## src/rtl/cbr_pkg.sv

```systemverilog
`timescale 1ns/1ps
package cbr_pkg;
  localparam int PCB_W    = 8;
  localparam int PCB_BN   = 0;
  localparam int PCB_FIX  = 1;
  localparam int PCB_NAD  = 2;
  localparam int PCB_CID  = 3;
  localparam int PCB_MORE = 4;

  typedef enum logic [2:0] {
    K_NONE  = 3'd0,
    K_I     = 3'd1,
    K_RACK  = 3'd2,
    K_RETX  = 3'd3,
    K_WTX   = 3'd4,
    K_DESEL = 3'd5
  } reply_e;

  typedef enum logic [2:0] {
    C_BAD, C_I, C_RACK, C_RNAK, C_SWTX, C_SDES
  } cls_e;

  // Block class from a PCB; anything malformed maps to C_BAD.
  function automatic cls_e classify(input logic [PCB_W-1:0] p);
    cls_e c;
    c = C_BAD;
    if (p[PCB_FIX]) begin
      case (p[7:6])
        2'b00: c = C_I;
        2'b10: if (p[5] && !p[PCB_NAD]) c = p[PCB_MORE] ? C_RNAK : C_RACK;
        2'b11: if (!p[PCB_NAD]) begin
                 if (p[5:4] == 2'b00)      c = C_SDES;
                 else if (p[5:4] == 2'b11) c = C_SWTX;
               end
        default: c = C_BAD;
      endcase
    end
    return c;
  endfunction

  // Reply PCB for a given kind and prologue flags.
  function automatic logic [PCB_W-1:0] mk_pcb(input reply_e k, input logic cidf,
                                               input logic nadf, input logic bn);
    logic [PCB_W-1:0] p;
    case (k)
      K_I:     p = {2'b00, 2'b00, cidf, nadf, 1'b1, bn};
      K_RACK:  p = {2'b10, 2'b10, cidf, 1'b0, 1'b1, bn};
      K_WTX:   p = {2'b11, 2'b11, cidf, 1'b0, 1'b1, 1'b0};
      K_DESEL: p = {2'b11, 2'b00, cidf, 1'b0, 1'b1, 1'b0};
      default: p = '0;
    endcase
    return p;
  endfunction

  function automatic logic [7:0] wtx_inf(input logic [5:0] mult);
    return {2'b00, mult};
  endfunction
endpackage

```

## src/rtl/cbr_decode.sv

```systemverilog
`timescale 1ns/1ps
module cbr_decode
  import cbr_pkg::*;
#(
  parameter int CID_W = 4
) (
  input  logic             rx_valid_i,
  input  logic             rx_ok_i,
  input  logic [PCB_W-1:0] rx_pcb_i,
  input  logic [CID_W-1:0] rx_cid_i,
  input  logic             cid_en_i,
  input  logic [CID_W-1:0] my_cid_i,
  output logic             hit_o,
  output cls_e             cls_o,
  output logic             bn_o,
  output logic             cidf_o,
  output logic             nadf_o,
  output logic             more_o
);
  logic id_ok;

  assign bn_o   = rx_pcb_i[PCB_BN];
  assign cidf_o = rx_pcb_i[PCB_CID];
  assign nadf_o = rx_pcb_i[PCB_NAD];
  assign more_o = rx_pcb_i[PCB_MORE];

  // identifier filter, including the "identifier zero answers CID-less" case
  always_comb begin
    if (!cid_en_i)   id_ok = !cidf_o;
    else if (cidf_o) id_ok = (rx_cid_i == my_cid_i);
    else             id_ok = (my_cid_i == '0);
  end

  assign cls_o = classify(rx_pcb_i);
  assign hit_o = rx_valid_i && rx_ok_i && id_ok;
endmodule

```

## src/rtl/cbr_number.sv

```systemverilog
`timescale 1ns/1ps
module cbr_number
  import cbr_pkg::*;
(
  input  logic clk,
  input  logic rst_n,
  input  logic act_i,
  input  logic hit_i,
  input  cls_e cls_i,
  input  logic bn_i,
  input  logic desel_i,
  output logic blk_o,
  output logic halted_o,
  output logic tog_o
);
  logic blk_q, halted_q;

  assign tog_o = hit_i && !halted_q && !act_i &&
                 ((cls_i == C_I) || ((cls_i == C_RACK) && (bn_i != blk_q)));

  always_ff @(posedge clk or negedge rst_n) begin
    if (!rst_n) begin
      blk_q    <= 1'b1;
      halted_q <= 1'b1;
    end else if (act_i) begin
      blk_q    <= 1'b1;
      halted_q <= 1'b0;
    end else begin
      if (tog_o)   blk_q    <= ~blk_q;
      if (desel_i) halted_q <= 1'b1;
    end
  end

  assign blk_o    = blk_q;
  assign halted_o = halted_q;

  p_toggle_r3: assert property (@(posedge clk) disable iff (!rst_n)
    tog_o |=> (blk_q != $past(blk_q)));
  p_hold_r3: assert property (@(posedge clk) disable iff (!rst_n)
    (!tog_o && !act_i) |=> $stable(blk_q));
  p_activate_r1: assert property (@(posedge clk) disable iff (!rst_n)
    act_i |=> (blk_q && !halted_q));
endmodule

```

## src/rtl/cbr_reply.sv

```systemverilog
`timescale 1ns/1ps
module cbr_reply
  import cbr_pkg::*;
#(
  parameter int         CID_W = 4,
  parameter logic [5:0] WTXM  = 6'd4
) (
  input  logic             clk,
  input  logic             rst_n,
  input  logic             rx_valid_i,
  input  logic             act_i,
  input  logic             hit_i,
  input  cls_e             cls_i,
  input  logic             bn_i,
  input  logic             cidf_i,
  input  logic             nadf_i,
  input  logic             more_i,
  input  logic             app_ready_i,
  input  logic             blk_i,
  input  logic             tog_i,
  input  logic             halted_i,
  input  logic [CID_W-1:0] my_cid_i,
  output logic             desel_o,
  output logic             tx_valid_o,
  output reply_e           tx_kind_o,
  output logic [PCB_W-1:0] tx_pcb_o,
  output logic [CID_W-1:0] tx_cid_o,
  output logic [7:0]       tx_inf_o
);
  logic             live, blk_nx, nad_eff;
  reply_e           kind_d;
  logic [PCB_W-1:0] pcb_d;
  logic             set_wtx, clr_wtx, nad_nx, chain_nx;

  logic [PCB_W-1:0] last_pcb_q;
  logic             wtx_pend_q, chain_q, nad_hold_q;
  logic             tx_valid_q;
  reply_e           tx_kind_q;
  logic [PCB_W-1:0] tx_pcb_q;
  logic [CID_W-1:0] tx_cid_q;
  logic [7:0]       tx_inf_q;

  assign live    = hit_i && !halted_i && !act_i;
  assign blk_nx  = blk_i ^ tog_i;
  assign nad_eff = chain_q ? nad_hold_q : nadf_i;
  assign desel_o = live && (cls_i == C_SDES);

  always_comb begin
    kind_d   = K_NONE;
    pcb_d    = last_pcb_q;
    set_wtx  = 1'b0;
    clr_wtx  = 1'b0;
    nad_nx   = nad_hold_q;
    chain_nx = chain_q;
    if (live) begin
      case (cls_i)
        C_I: begin
          nad_nx   = nad_eff;
          chain_nx = more_i;
          if (more_i) begin
            kind_d = K_RACK; pcb_d = mk_pcb(K_RACK, cidf_i, 1'b0, blk_nx);
          end else if (app_ready_i) begin
            kind_d = K_I; pcb_d = mk_pcb(K_I, cidf_i, nad_eff, blk_nx);
          end else begin
            kind_d = K_WTX; pcb_d = mk_pcb(K_WTX, cidf_i, 1'b0, 1'b0); set_wtx = 1'b1;
          end
        end
        C_RACK: begin
          if (bn_i == blk_i) begin
            kind_d = K_RETX;
          end else begin
            nad_nx = 1'b0;
            if (app_ready_i) begin
              kind_d = K_I; pcb_d = mk_pcb(K_I, cidf_i, 1'b0, blk_nx);
            end else begin
              kind_d = K_WTX; pcb_d = mk_pcb(K_WTX, cidf_i, 1'b0, 1'b0); set_wtx = 1'b1;
            end
          end
        end
        C_RNAK: begin
          if (bn_i == blk_i) kind_d = K_RETX;
          else begin
            kind_d = K_RACK; pcb_d = mk_pcb(K_RACK, cidf_i, 1'b0, blk_i);
          end
        end
        C_SWTX: begin
          if (wtx_pend_q) begin
            if (app_ready_i) begin
              kind_d = K_I; pcb_d = mk_pcb(K_I, cidf_i, nad_hold_q, blk_i); clr_wtx = 1'b1;
            end else begin
              kind_d = K_WTX; pcb_d = mk_pcb(K_WTX, cidf_i, 1'b0, 1'b0);
            end
          end
        end
        C_SDES: begin
          kind_d = K_DESEL; pcb_d = mk_pcb(K_DESEL, cidf_i, 1'b0, 1'b0); clr_wtx = 1'b1;
        end
        default: kind_d = K_NONE;
      endcase
    end
  end

  always_ff @(posedge clk or negedge rst_n) begin
    if (!rst_n) begin
      last_pcb_q <= '0;
      wtx_pend_q <= 1'b0;
      chain_q    <= 1'b0;
      nad_hold_q <= 1'b0;
      tx_valid_q <= 1'b0;
      tx_kind_q  <= K_NONE;
      tx_pcb_q   <= '0;
      tx_cid_q   <= '0;
      tx_inf_q   <= '0;
    end else begin
      if (act_i) begin
        wtx_pend_q <= 1'b0;
        chain_q    <= 1'b0;
        nad_hold_q <= 1'b0;
      end else begin
        if (set_wtx)      wtx_pend_q <= 1'b1;
        else if (clr_wtx) wtx_pend_q <= 1'b0;
        chain_q    <= chain_nx;
        nad_hold_q <= nad_nx;
      end
      tx_valid_q <= (kind_d != K_NONE);
      tx_kind_q  <= kind_d;
      if (kind_d != K_NONE) begin
        last_pcb_q <= pcb_d;
        tx_pcb_q   <= pcb_d;
        tx_cid_q   <= pcb_d[PCB_CID] ? my_cid_i : '0;
        tx_inf_q   <= (pcb_d[7:4] == 4'hF) ? wtx_inf(WTXM) : 8'h00;
      end
    end
  end

  assign tx_valid_o = tx_valid_q;
  assign tx_kind_o  = tx_kind_q;
  assign tx_pcb_o   = tx_pcb_q;
  assign tx_cid_o   = tx_cid_q;
  assign tx_inf_o   = tx_inf_q;

  p_latency_r12: assert property (@(posedge clk) disable iff (!rst_n)
    tx_valid_q |-> $past(rx_valid_i));
  p_no_nak_r8: assert property (@(posedge clk) disable iff (!rst_n)
    tx_valid_q |-> !((tx_pcb_q[7:6] == 2'b10) && tx_pcb_q[PCB_MORE]));
  p_halt_silent_r10: assert property (@(posedge clk) disable iff (!rst_n)
    (halted_i && !act_i) |=> !tx_valid_q);
  p_retx_same_r5: assert property (@(posedge clk) disable iff (!rst_n)
    (tx_valid_q && (tx_kind_q == K_RETX)) |-> (tx_pcb_q == $past(last_pcb_q)));
  p_wtx_inf_r9: assert property (@(posedge clk) disable iff (!rst_n)
    (tx_valid_q && (tx_kind_q == K_WTX)) |-> (tx_inf_q == {2'b00, WTXM}));
endmodule

```

## src/rtl/card_blk_responder.sv

```systemverilog
`timescale 1ns/1ps
module card_blk_responder
  import cbr_pkg::*;
#(
  parameter int         CID_W = 4,
  parameter logic [5:0] WTXM  = 6'd4
) (
  input  logic             clk,
  input  logic             rst_n,
  input  logic             act_i,
  input  logic             cid_en_i,
  input  logic [CID_W-1:0] my_cid_i,
  input  logic             rx_valid_i,
  input  logic             rx_ok_i,
  input  logic [7:0]       rx_pcb_i,
  input  logic [CID_W-1:0] rx_cid_i,
  input  logic             app_ready_i,
  output logic             tx_valid_o,
  output logic [2:0]       tx_kind_o,
  output logic [7:0]       tx_pcb_o,
  output logic [CID_W-1:0] tx_cid_o,
  output logic [7:0]       tx_inf_o,
  output logic             blk_num_o,
  output logic             halted_o
);
  logic   hit, bn, cidf, nadf, more, blk, tog, halted, desel;
  cls_e   cls;
  reply_e kind;

  cbr_decode #(.CID_W(CID_W)) u_dec (
    .rx_valid_i(rx_valid_i), .rx_ok_i(rx_ok_i), .rx_pcb_i(rx_pcb_i),
    .rx_cid_i(rx_cid_i), .cid_en_i(cid_en_i), .my_cid_i(my_cid_i),
    .hit_o(hit), .cls_o(cls), .bn_o(bn), .cidf_o(cidf), .nadf_o(nadf), .more_o(more)
  );

  cbr_number u_num (
    .clk(clk), .rst_n(rst_n), .act_i(act_i), .hit_i(hit), .cls_i(cls), .bn_i(bn),
    .desel_i(desel), .blk_o(blk), .halted_o(halted), .tog_o(tog)
  );

  cbr_reply #(.CID_W(CID_W), .WTXM(WTXM)) u_rep (
    .clk(clk), .rst_n(rst_n), .rx_valid_i(rx_valid_i), .act_i(act_i), .hit_i(hit),
    .cls_i(cls), .bn_i(bn), .cidf_i(cidf), .nadf_i(nadf), .more_i(more),
    .app_ready_i(app_ready_i), .blk_i(blk), .tog_i(tog), .halted_i(halted),
    .my_cid_i(my_cid_i), .desel_o(desel), .tx_valid_o(tx_valid_o), .tx_kind_o(kind),
    .tx_pcb_o(tx_pcb_o), .tx_cid_o(tx_cid_o), .tx_inf_o(tx_inf_o)
  );

  assign tx_kind_o = kind;
  assign blk_num_o = blk;
  assign halted_o  = halted;

  p_desel_halts_r10: assert property (@(posedge clk) disable iff (!rst_n)
    (tx_valid_o && (tx_kind_o == 3'd5)) |-> halted_o);
endmodule

```

## config.mk

```make
export PLATFORM = sky130hd
export DESIGN_NAME = card_blk_responder
export DESIGN_NICKNAME = d
export VERILOG_FILES = /design/src/rtl/cbr_pkg.sv /design/src/rtl/cbr_decode.sv /design/src/rtl/cbr_number.sv /design/src/rtl/cbr_reply.sv /design/src/rtl/card_blk_responder.sv
export SDC_FILE = /design/constraint.sdc
export NUM_CORES = 1
export LEC_CHECK = 0
export BUFFER_PORTS_ARGS = -buffer_cell sky130_fd_sc_hd__buf_2
export CAP_MARGIN = 10
export CORE_UTILIZATION = 32
export DETAILED_ROUTE_END_ITERATION = 10
export PLACE_DENSITY = 0.53
export SLEW_MARGIN = 20
export SYNTH_ARGS = -nofsm -noshare
export SYNTH_HDL_FRONTEND = slang
export SYNTH_SLANG_ARGS = --single-unit
export TNS_END_PERCENT = 100
```

## constraint.sdc

```tcl
create_clock -name clk -period 4.3 [get_ports clk]
set_input_delay 0.86 -clock clk [delete_from_list [all_inputs] [get_ports clk]]
set_output_delay 0.86 -clock clk [all_outputs]
set_load 0.005 [all_outputs]
```

* After elaboration in Yosys (flattened, before gate mapping) *
Index checks and enable logic that the tools add are counted.
Widths: inputs -> output; s select.

word-level totals
  latch bits = 0
  input bits = 23
  memory bits (writable) = 0
  flip-flop bits (word level) = 29
  output and inout port bits = 26
  memories kept = 0
  logic and storage cells = 107
  memory bits (read-only) = 0

operators by class
  multiply operators = 0
  shift operators = 0
  equality and inequality tests = 16
  add/sub/neg operators = 0
  order comparisons = 0
  reductions and logical operators = 27
  div/mod/pow operators = 0
  mux-type cells = 51
  bitwise gates (word level) = 2

operators by type and width
  cell                number
  $mux 8              8
  $pmux 8 s5          1
  $mux 3              11
  $mux 1              25
  $pmux 3 s5          1
  $pmux 3 s3          1
  $reduce_bool 3->1   3
  $logic_and 1x1->1   8
  $reduce_bool 2->1   4
  $eq 2x2->1 const B  3
  $eq 3x2->1 const B  2
  $eq 3x3->1 const B  2
  $pmux 1 s2          3
  $reduce_and 6->1    1
  $reduce_bool 5->1   1
  $eq 4x4->1          1
  $eq 4x4->1 const B  1
  $logic_not 1->1     4
  $logic_not 2->1     2
  $logic_not 4->1     1
  $mux 4              1
  $ne 2x2->1 const B  2
  $eq 3x1->1 const B  1
  $ne 3x3->1 const B  1
  other kinds (8)     8

* Longest topological paths before layout *
  depth in word-level cells = 17
  gate-level depth with buffers = 12
  gate-level depth less buffers = 9

* Hierarchy *
A second synthesis with hierarchy kept.

second synthesis, totals
  cells, all modules = 190
  area, all modules = 1,689.1 um2

by module, submodules not included
  module      cells an instance  seq. area each (um2)  area each (um2)  times used
  cbr_reply   152                500.5                 1,373.8          1
  cbr_decode  24                 0.0                   177.7            1
  cbr_number  14                 52.6                  137.6            1

* Worst setup path after synthesis *
OpenSTA, ideal clock, no wires.

  path kind = in2reg
  from = input rx_pcb_i[4]
  to = register u_rep.tx_inf_q[2] (netlist: u_rep.tx_inf_o[2])
  setup slack = 1.336 ns
  data required time = 4.178 ns
  cell stages on the path = 12
  data arrival time = 2.843 ns
  path buffers = 3
  setup time = 0.122 ns
  cells stage by stage = inv_1 > ha_1 > a21bo_2 > o221a_1 > buf_2 > nor2_1 > or2_1 > buf_6 > or3_1 > buf_2 > a21o_1 > a32o_1

on the way
  word-level cells in the longest chain between the ends = 11
  elaborated cells between the ends (all ways) = 23
  classes of those cells = 7 x eq/ne; 14 x mux; 2 x reduce/logical

ends and longest elaborated chain
  what                                line                      text
  start, declared                     card_blk_responder.sv:15  input logic [7:0] rx_pcb_i,
  $eq 2x2->1                          cbr_pkg.sv:33             else if (p[5:4] == 2'b11) c = C_SWTX;
  $mux 3                              cbr_pkg.sv:33
  $mux 3                              cbr_pkg.sv:32             if (p[5:4] == 2'b00) c = C_SDES;
  $mux 3                              cbr_pkg.sv:31             2'b11: if (!p[PCB_NAD]) begin
  $pmux 3 s3                          cbr_pkg.sv:28             case (p[7:6])
  $mux 3                              cbr_pkg.sv:27             if (p[PCB_FIX]) begin
  $eq 3x3->1 (tied with other cells)  cbr_reply.sv:56           case (cls_i)
  $pmux 8 s5                          cbr_reply.sv:56
  $mux 8                              cbr_reply.sv:55           if (live) begin
  $eq 4x4->1                          cbr_reply.sv:131          tx_inf_q <= (pcb_d[7:4] == 4'hF) ? wtx_inf(WTXM) : 8'h00;
  $mux 3                              cbr_reply.sv:131
  end signal, assigned                cbr_reply.sv:131
  end, declared                       cbr_reply.sv:41           logic [7:0] tx_inf_q;

Parallel ways exist; a longest one is shown, timed or not. The select of a mux whose other input is x is not followed.
A chain may end at the register's enable or synchronous reset.

* Final worst setup path *
  from = input rx_pcb_i[4]
  to = register u_rep.tx_cid_q[2] (netlist: u_rep.tx_cid_o[2])

on the way
  word-level cells in the longest chain between the ends = 10
  elaborated cells between the ends (all ways) = 22
  classes of those cells = 6 x eq/ne; 14 x mux; 2 x reduce/logical

ends and longest elaborated chain
  what                                                line                                text
  $eq 2x2->1                                          cbr_pkg.sv:33
  $mux 3                                              cbr_pkg.sv:33
  $mux 3                                              cbr_pkg.sv:32
  $mux 3                                              cbr_pkg.sv:31
  $pmux 3 s3                                          cbr_pkg.sv:28
  $mux 3                                              cbr_pkg.sv:27
  $eq 3x3->1 (tied with other cells)                  cbr_reply.sv:56
  $pmux 3 s5 / $pmux 8 s5 (equally long branches)     cbr_reply.sv:56
  $mux 3 / $mux 8 (equally long branches)             cbr_reply.sv:55
  $reduce_bool 3->1 / $mux 4 (equally long branches)  cbr_reply.sv:127, cbr_reply.sv:130
  end signal, assigned                                cbr_reply.sv:130                    tx_cid_q <= pcb_d[PCB_CID] ? my_cid_i : '0;
  end, declared                                       cbr_reply.sv:40                     logic [CID_W-1:0] tx_cid_q;

Parallel ways exist; a longest one is shown, timed or not. The select of a mux whose other input is x is not followed.

==> results.txt <==
The synthesized design contains 22 register bits. The register area share after synthesis is 38.6%. The net switching power of the design is 0.116 mW. The cell sitting at the root of the clock tree is a sky130_fd_sc_hd__clkbuf_8. The net count of the finished layout is 226. The setup-violating endpoint count in the final report came out at 0. The flow ran to the end, and the final reports show no timing, DRC or antenna violations.

The area fraction of the dominant cell type after synthesis came out at 35.0%. In the routed design, unresolved DRC markers number 0. Including well taps, the total number of placed cells is 246. The most used routing layer is met2. Using the TritonRoute via totals, the vias-per-cell ratio works out to 5.26.

The number of CTS-inserted buffers is 3. The number of hold buffers added after CTS came out at 0. The standard-cell row count came out at 23.

The count of synthesis-stage warnings from yosys is 0. The routing usage on met3 is 3.45%. The total wire length came out at 3710 µm. The H-tree depth reported by CTS is 1. Data on the critical path is required at its endpoint by 4.51 ns. The routed layout has 1314 vias. The sequential power share came out at 44.6%. The power per unit of standard cell area is 278 nW/µm². Across the run, the number of max-cap violations was 0. The total overflow left after global routing is 0. The fraction of final layout cells with drive strength greater than 1 came out at 26.0%. The async set or reset register ratio after synthesis came out at 100%. The actual slew at the worst max-slew pin came out at 0.520 ns.

The pin count of the biggest net entering global routing came out at 23. The endpoint arrival time on the critical path is 3.33 ns. The maximum vdd ir drop is 0.165 mV. The violation count after the first detailed-route iteration is 61. The area of the die is 4740 µm². The global-route track usage on met2 came out at 27.3%. After synthesis, the netlist uses 50 different library cells.

Global routing used 22.2% of the available met1 tracks. The clock network accounts for 41.8% of the total power. 0 antenna diodes ended up in the layout. The share of total power dissipated in combinational logic is 13.6%. The post-layout minimum cycle time is 3.12 ns.

The number of nets with antenna violations after routing came out at 0. STA classifies the critical path startpoint as an input port. The number of antenna violations at the first check in global routing is 0. The headroom to the max-slew limit came out at 65.0%. The final hold violation count came out at 0. Summed over all instances, the cell type with the most area after synthesis is sky130_fd_sc_hd__dfrtp_1. The cell count after synthesis came out at 160. The clock latency at the later pin of the worst-skew pair came out at 0.27 ns. The part of the cycle the worst path needs came out at 72.6%. The clock arrives with 0.00200 ns of skew. In this run the cell area of the synthesized design comes to 1430 µm². The wire length of the first global-routing pass came out at 5920 µm. The routed length per placed instance is 14.8 µm.

The floorplan core area is 4140 µm². The leading cell type by number of instances after synthesis is sky130_fd_sc_hd__dfrtp_1. The final estimated routing congestion in global placement came out at 0.920. The switching part of the total is 24.3%.

TritonCTS built the clock tree. The floorplan step set the die width to 68.9 µm. 49 I/O pins were placed.

Global routing used 16.9% of the available tracks across all layers. The via count of the first global-routing pass is 1232. Once the floorplan was initialized, standard cells occupied 34.5% of the core. The top flip-flop cell by instance count after synthesis is sky130_fd_sc_hd__dfrtp_1. The clock-pin slew of the registers on the worst-case setup and hold paths is 0.09 ns. The number of non-filler instances in the completed layout is 250.

The tree built by TritonCTS fans out to 22 sinks. The class of the most critical setup path is in2reg. The number of iterations in the first detailed-routing pass is 4. The mean post-synth cell area came out at 8.95 µm². The number of instances resized during post-cts repair is 0. After routing, the total negative slack on setup checks comes to 0 ns. The highest clock rate is 320 MHz.

Counting flops with a built-in enable in the synthesized netlist gives 0. STA classifies the critical path endpoint as a register. Yosys attributes the largest share of cell area to sky130_fd_sc_hd__dfrtp_1, sky130_fd_sc_hd__a21oi_1, sky130_fd_sc_hd__buf_4. The total count of max-transition violations in the final report is 0.

The number of buffers inserted to repair setup after CTS is 0. The tightest min-delay check is of the reg2reg type. The floorplan step set the die height to 68.9 µm. The signed area change from the synthesized netlist to the final layout came out at 19.8%. The maximum clock insertion buffer count is 2. Counting instances in the post-synthesis netlist gives the leading cell types as sky130_fd_sc_hd__dfrtp_1, sky130_fd_sc_hd__nor2_1, sky130_fd_sc_hd__a21oi_1.

The internal power component is 0.360 mW. Setup repair after global routing left no endpoint under its margin. The sum of net half-perimeters after detailed placement came out at 2880 µm. The largest fanout of any net on the critical path is 9. The number of buffer cells added on primary ports is 41.

In this run the static leakage power is 0.858 nW.
path summary, 6_finish.rpt:
path	cells past startpoint	endpoint	startpoint	slack [ns]
max	10	u_rep.tx_cid_o[2]	rx_pcb_i[4]	1.18
max reg2reg	7	u_rep.tx_inf_o[2]	u_num.blk_o	1.82
min reg2reg	1	u_rep.last_pcb_q[1]	u_rep.last_pcb_q[1]	0.47
min in group asynchronous	1	u_rep.last_pcb_q[1]	rst_n	0.55
min	1	u_rep.last_pcb_q[1]	u_rep.last_pcb_q[1]	0.47
max in group asynchronous	1	u_num.blk_o	rst_n	3.39
metrics by stage:
stage | area (µm²) | power, mW | hold slack (ns) | util [%] | worst slack [ns]
5_1_grt | 1720 | 0.497 | 0.505 | 41.4 | 0.998
2_1_floorplan | 1450 | 0.254 | 0.459 | - | 1.34
3_5_place_dp | 1640 | 0.281 | 0.462 | 39.7 | 0.903
4_1_cts | 1720 | 0.479 | 0.483 | 41.4 | 1.18
3_3_place_gp | 1640 | 0.279 | 0.450 | 39.7 | 0.911
6_report | 1720 | 0.476 | 0.470 | 41.4 | 1.18
cell usage in the layout (no fill, tap or decap), types with 2 or more instances in the layout:
cell / synthesis / routed
sky130_fd_sc_hd__buf_2: 2 / 41
sky130_fd_sc_hd__dfrtp_1: 20 / 20
sky130_fd_sc_hd__nor2_1: 13 / 13
sky130_fd_sc_hd__a21oi_1: 12 / 12
sky130_fd_sc_hd__nand2_1: 11 / 11
sky130_fd_sc_hd__inv_1: 9 / 9
sky130_fd_sc_hd__nand2b_1: 7 / 7
sky130_fd_sc_hd__o21ai_0: 7 / 7
sky130_fd_sc_hd__conb_1: 1 / 7
sky130_fd_sc_hd__a31oi_1: 5 / 5
sky130_fd_sc_hd__a22o_1: 5 / 5
sky130_fd_sc_hd__and3b_1: 4 / 4
sky130_fd_sc_hd__nor2b_1: 4 / 4
sky130_fd_sc_hd__xor2_1: 4 / 4
sky130_fd_sc_hd__a211oi_1: 3 / 3
sky130_fd_sc_hd__a21o_1: 3 / 3
sky130_fd_sc_hd__clkbuf_8: 0 / 3
sky130_fd_sc_hd__nand3_1: 2 / 2
sky130_fd_sc_hd__nand3b_1: 2 / 2
sky130_fd_sc_hd__a21bo_2: 2 / 2
sky130_fd_sc_hd__xnor2_1: 2 / 2
sky130_fd_sc_hd__and2_1: 2 / 2
sky130_fd_sc_hd__o31ai_1: 2 / 2
sky130_fd_sc_hd__nand4_1: 2 / 2
sky130_fd_sc_hd__or3_1: 2 / 2
sky130_fd_sc_hd__ha_1: 2 / 2
sky130_fd_sc_hd__dfstp_2: 2 / 2
power by group through the flow:
stage          Clock (mW)  Sequential, mW  Combinational [mW]
2_1_floorplan           0           0.216              0.0379
3_3_place_gp            0           0.216              0.0630
3_5_place_dp            0           0.216              0.0645
4_1_cts             0.202           0.212              0.0648
5_1_grt             0.212           0.213              0.0720
6_report            0.199           0.212              0.0650
registers in the layout, indices dropped and copies added (netlist names):
name	flops
u_rep.wtx_pend_q	1
u_rep.tx_inf_o	1
u_rep.chain_q	1
u_rep.tx_cid_o	4
u_rep.nad_hold_q	1
u_rep.tx_valid_o	1
u_rep.last_pcb_q	8
u_rep.tx_kind_o	3
u_num.halted_o	1
u_num.blk_o	1
kinds of logic after synthesis:
group / share of synthesized area (%)
flip-flops: 38.6
other: 0.262
XOR/XNOR: 3.67
adder cells (fa/ha/maj): 1.75
AND/OR/NAND/NOR: 22.5
AO/OA/AOI/OAI: 24.7
buffers and inverters: 7.78
multiplexers: 0.699
critical path, stage by stage:
cell,delay (ns)
sky130_fd_sc_hd__buf_2,0.13
sky130_fd_sc_hd__inv_1,0.10
sky130_fd_sc_hd__ha_1,0.25
sky130_fd_sc_hd__a21bo_2,0.22
sky130_fd_sc_hd__o221a_1,0.33
sky130_fd_sc_hd__and4_1,0.25
sky130_fd_sc_hd__nor4_1,0.49
sky130_fd_sc_hd__o21ai_1,0.13
sky130_fd_sc_hd__a211oi_2,0.39
sky130_fd_sc_hd__a22o_1,0.18
routing by layer:
metal  share of wire (%)  vias to the layer above
met5                   0                        -
met4                 1.8                        0
met3                 5.9                        8
met2                  46                       52
met1                  46                      611
li1                    -                      643
layout make-up:
class                      instances  area (µm²)
timing repair buffer              41         205
inverter                           9        33.8
fill                             437        2430
sequential                        22         553
clock buffer                       3        41.3
multi-input combinational        124         790
tap                               50        62.6
clock inverter                     1        30.0
No activity file was read; power rests on OpenSTA's default activity.
